File: src/rtl/seq_shift_mul.sv
module seq_shift_mul #(
  parameter int N = 8
) (
  input  logic           clk,
  input  logic           rst_n,
  input  logic           load,
  input  logic [N-1:0]   multiplicand,
  input  logic [N-1:0]   multiplier,
  output logic           busy,
  output logic           done,
  output logic [2*N-1:0] product
);
  localparam int CW = $clog2(N + 1);
  localparam logic [CW-1:0] LAST = CW'(N - 1);

  logic [N-1:0]  mcand_q;
  logic [CW-1:0] step_q;
  logic [N:0]    sum;
  logic          start;

  assign start = load && !busy;
  assign sum   = {1'b0, product[2*N-1:N]} + {1'b0, (product[0] ? mcand_q : '0)};

  always_ff @(posedge clk or negedge rst_n) begin
    if (!rst_n) begin
      product <= '0;
      mcand_q <= '0;
      step_q  <= '0;
      busy    <= 1'b0;
      done    <= 1'b0;
    end else begin
      done <= 1'b0;
      if (start) begin
        product <= {{N{1'b0}}, multiplier};
        mcand_q <= multiplicand;
        step_q  <= '0;
        busy    <= 1'b1;
      end else if (busy) begin
        product <= {sum, product[N-1:1]};
        step_q  <= step_q + 1'b1;
        if (step_q == LAST) begin
          busy <= 1'b0;
          done <= 1'b1;
        end
      end
    end
  end

  assert_busy_after_load_R2: assert property (@(posedge clk) disable iff (!rst_n)
    (load && !busy) |=> busy);

  assert_done_ends_busy_R3: assert property (@(posedge clk) disable iff (!rst_n)
    done |-> (!busy && $past(busy)));

  assert_step_in_range_R3: assert property (@(posedge clk) disable iff (!rst_n)
    busy |-> (step_q < CW'(N)));

  assert_done_single_R4: assert property (@(posedge clk) disable iff (!rst_n)
    done |=> !done);

  assert_hold_idle_R6: assert property (@(posedge clk) disable iff (!rst_n)
    (!busy && !load) |=> $stable(product));

  assert_busy_load_ignored_R7: assert property (@(posedge clk) disable iff (!rst_n)
    (busy && load) |=> $stable(mcand_q));
endmodule

File: config.mk
export PLATFORM = sky130hd
export DESIGN_NAME = seq_shift_mul
export DESIGN_NICKNAME = d
export VERILOG_FILES = /design/src/rtl/seq_shift_mul.sv
export SDC_FILE = /design/constraint.sdc
export NUM_CORES = 1
export LEC_CHECK = 0
export ABC_AREA = 1
export BUFFER_PORTS_ARGS = -buffer_cell sky130_fd_sc_hd__buf_2
export CORE_ASPECT_RATIO = 1.4
export CORE_MARGIN = 4
export CORE_UTILIZATION = 53
export DETAILED_ROUTE_END_ITERATION = 10
export GPL_TIMING_DRIVEN = 1
export MAX_ROUTING_LAYER = met4
export PLACE_DENSITY = 0.78
export SLEW_MARGIN = 0
export SYNTH_ARGS = -nofsm -noshare
export SYNTH_HDL_FRONTEND = slang
export SYNTH_SLANG_ARGS = --single-unit
File: constraint.sdc
create_clock -name clk -period 2.1 [get_ports clk]
set_input_delay 0.21 -clock clk [delete_from_list [all_inputs] [get_ports clk]]
set_output_delay 0.21 -clock clk [all_outputs]
set_load 0.005 [all_outputs]
Word-level counts from Yosys, hierarchy flattened --
Index checks and enable logic that the tools add are counted.
Cells by class: add/subtract/negate cells 2, equal/unequal tests 1, muxes and demuxes 11, reductions and logical operators 3
Operators with widths (count):
- $mux W16 | 2
- $add A8 B8 Y9 | 1
- $mux W4 | 2
- $mux W8 | 1
- $mux W1 | 6
- $add A4 B1 Y4 const B | 1
- $eq A4 B3 Y1 const B | 1
- $reduce_bool A2 Y1 | 1
- $logic_and A1 B1 Y1 | 1
- $logic_not A1 Y1 | 1
Word-level totals: register bits after elaboration 30, word-level logic and storage cells 22

Longest topological paths before layout --
depth in word-level cells 4, mapped depth 12, mapped depth without buffers 11

Least setup slack after synthesis --
Ideal clock, no wire load.
path type flip-flop to flip-flop, from register product[0], to register product[15], arrival time 1.606 ns, data required time 1.984 ns, slack 0.378 ns, cell stages (with the launch flop) 12, clock period less this slack 1.722 ns, cell sequence dfrtp_1 clkbuf_1 nand2_1 inv_1 ha_1 fa_1 nand3_2 nand3_2 nand2_1 nand2_1 nand2_1 nand2_1
On the way: word-level cells in the longest chain between the ends 4
RTL lines:
- start: declaration | line 11 | output logic [2*N-1:0] product
- start signal: assignment | line 34 | product <= {{N{1'b0}}, multiplier};
- start signal: assignment | line 39 | product <= {sum, product[N-1:1]};
- $mux W8 | line 22 | assign sum = {1'b0, product[2*N-1:N]} + {1'b0, (product[0] ? mcand_q : '0)};
- $add A8 B8 Y9 | line 22
- $mux W16 | line 38 | end else if (busy) begin
- $mux W16 | line 33 | if (start) begin
Every way passes these cells. The select of a mux whose other input is x is not followed. A chain may end at the register's enable or synchronous reset.

Worst setup path after layout --
Same ends and word-level chain as after synthesis.

==> results by group <==
GRT
  – Total GRT Usage: 19.3%
  – First-pass GRT wire length: 5.98 mm
  – Initial antenna violation count: 0
  – Vias in the first global route: 1390
  – Total grt overflow: 0
  – Largest net degree at the start of global routing: 31

Route
  – Post-Route M1 WL: 1.56 mm
  – DRC viols: 0
  – Starting DRC count in detailed routing: 40
  – Wire length per cell: 12.4 um
  – Pre-Repair DR Iteration Count: 4
  – Final ANT Viol Nets: 0
  – Max Used Layer: met4
  – WL met2: 1.72 mm
  – Via density: 5.00
  – WL met3: 173 um
  – Post-Route WL: 3.53 mm
  – Via count: 1421

Timing
  – Worst-Margin Slew: 0.665 ns
  – Final Skew: 0.0141 ns
  – Fmax: 577 MHz
  – Slew HR: 55.7%
  – Final setup viols: 0
  – Post-layout minimum cycle time: 1.73 ns
  – Final setup TNS: 0 ns
  – Max-slew violations: 0
  – Fin. Hold Viols: 0
  – Fin crit share: 82.5%
  – RSZ-0062 raised after global routing: no

Floorplanning
  – I/O pin count: 37
  – Core area: 0.00294 mm2
  – Die Y: 74.1 um
  – Die area: 0.00409 mm2
  – Row Count: 23
  – Initial Utilization: 56.4%
  – Chip width: 55.2 um

Placed design
  – Placer Congestion: 0.820
  – Dpl cell area: 0.00184 mm2
  – Number of buffers added on ports: 36
  – DP Wirelength: 2.63 mm

Worst setup path
  – Critical path fanouts, max: 10
  – CP required: 2.28 ns
  – CP max stage cell: dfrtp_1
  – CP dominant cell by count: nand2_1
  – Crit path cell chain: nand2_1 > inv_1 > ha_1 > fa_1 > nand3_2 > nand3_2 > nand2_1 > nand2_1 > nand2_1 > nand2_1
  – Crit. End Element: register
  – Worst reg2reg setup slack: 0.37 ns
  – Worst path buffer plus inverter count: 1
  – WP data arrival: 1.91 ns
  – Delay-heaviest family, CP: adder cells
  – Levels on crit path: 10
  – R2r endpoint: product[15]
  – Max incr delay on CP: 0.47 ns
  – Crit Path Class: reg2reg
  – Reg-to-Reg Start: product[0]
  – Worst Reg-to-Reg Cells: 10
  – Startpoint types: register

Power and ir drop
  – LEAKAGE: 1.17 nW
  – Switching power: 1.11 mW
  – Seq pwr share: 39.1%
  – Logic pwr share: 43.5%
  – Worst vdd ir: 935 uV
  – Int Pwr: 1.63 mW
  – Power share of the clock group: 17.4%
  – Switching Fraction: 40.4%
  – Power per cell area: 1410 mW/mm2
  – Pwr Total: 2.74 mW

Yosys
  – EDFF count, synth: 0
  – Seq cells post-synth: 30
  – Leading area contributor after synthesis: dfrtp_1
  – Syn Area/Cell: 8.03 um2
  – Synth area leaders: dfrtp_1, nand2_1, ha_1
  – Yosys warns: 0
  – Most frequent cell after synthesis: nand2_1
  – Synthesized Nets: 235
  – Ys flop type: dfrtp_1
  – Top-area cell type share of the netlist area: 45.4%
  – Ys async rst share: 100%
  – Syn Inst Count: 206
  – Mapped Area: 0.00165 mm2
  – Seq/Total Area, Yosys: 45.4%
  – Netlist cell types: 25
  – Synth cell count leaders: nand2_1, dfrtp_1, inv_1

Clock network
  – Clk slew on worst S/H paths: 0.07 ns
  – H-tree Lvls: 2
  – Clk_lat worst skew: 0.28 ns
  – CTS tree: built
  – Root buffer cell: clkbuf_8
  – Number of clock sinks: 30
  – CTS Buffer Depth: 2
  – Inserted Clock Buffers: 5
  – Post_cts resized: 0

Worst hold path
  – Hold Path End: mcand_q[1]
  – WHS Path Cells: 3
  – Hold wc startpoint: multiplicand[1]
  – Hold Crit Class: in2reg

Cells and area
  – Finished Core Util: 66.1%
  – Layout cells sized above 1: 21.5%
  – Nets: 275
  – Area added between synthesis and finish: 17.3%
  – Antenna diodes: 0
  – Post-route cell area: 0.00194 mm2

Run status
  – Status: completed

Run
  – Max-cap violations: 0
-- per-layer routing --
metal  track usage (%)  up-vias
met5                 -        -
met4              11.4        0
met3              3.47        6
met2              33.0       33
met1              21.1      659
li1                  -      723
-- power groups by stage --
stage               Clock [mW]  Combinational, mW  Sequential (mW)
global placement             0               1.17             1.07
detailed placement           0               1.21             1.07
CTS                      0.489               1.21             1.07
finish                   0.477               1.19             1.07
global route             0.510               1.37             1.10
floorplan                    0              0.899             1.02
-- registers in the layout (all words and copies together) (netlist names) --
register  cells
step_q        4
done          1
busy          1
product      16
mcand_q       8
-- final cells by class --
| cell class | count | area [um2] |
|---|---|---|
| clock buffers | 7 | 86.3 |
| clock inverters | 1 | 5.00 |
| fillers | 275 | 995 |
| inverters | 29 | 116 |
| multi-input cells | 141 | 731 |
| flip-flops and latches | 30 | 751 |
| well taps | 37 | 46.3 |
| repair buffers | 39 | 205 |
-- cell families after synthesis --
family                     count (synthesis)  share of synthesized area, %
and+or+nand+nor                          112                          28.1
buffers and inverters                     35                          10.4
DFF                                       30                          45.4
AOI/OAI and AO/OA                         19                          8.02
adders and majority gates                 10                          8.02
-- worst max path at each step --
stage | startpoint | to | slack, ns
after detailed placement | product[0] | product[15] | 0.35
after floorplan | product[0] | product[15] | 0.38
after CTS | product[0] | product[15] | 0.36
after global placement | product[0] | product[15] | 0.41
after global routing | product[0] | product[14] | 0.27
final | product[0] | product[15] | 0.37
-- metrics by stage --
step	instances	setup WS, ns	hold WS [ns]
4_1_cts	284	0.362	0.112
3_3_place_gp	275	0.410	0.285
5_1_grt	284	0.265	0.138
2_1_floorplan	206	0.378	-0.0856
3_5_place_dp	275	0.355	0.289
6_report	284	0.368	0.122
-- what timing repair did --
item,in CTS,in global routing
hold endpoints to repair,30,0
buffers inserted,0,0
hold buffers,1,0
-- tightest hold or removal path, cell delays in order --
cell and delay, ns:
buf_2 0.07, nand2_1 0.04, nand2_1 0.04
-- cells in the final DEF, fill, tap and decap left out, types with 3 or more instances in the layout --
cell	synthesis	routed
a21oi_1	4	4
inv_1	27	27
dfrtp_1	30	30
o211ai_1	3	3
ha_1	9	9
nand2_1	90	90
nor2_1	6	6
o21ai_0	4	4
clkbuf_8	0	6
nand3_1	9	9
o221ai_1	3	3
buf_2	0	36
(Power assumes the default switching activity.)
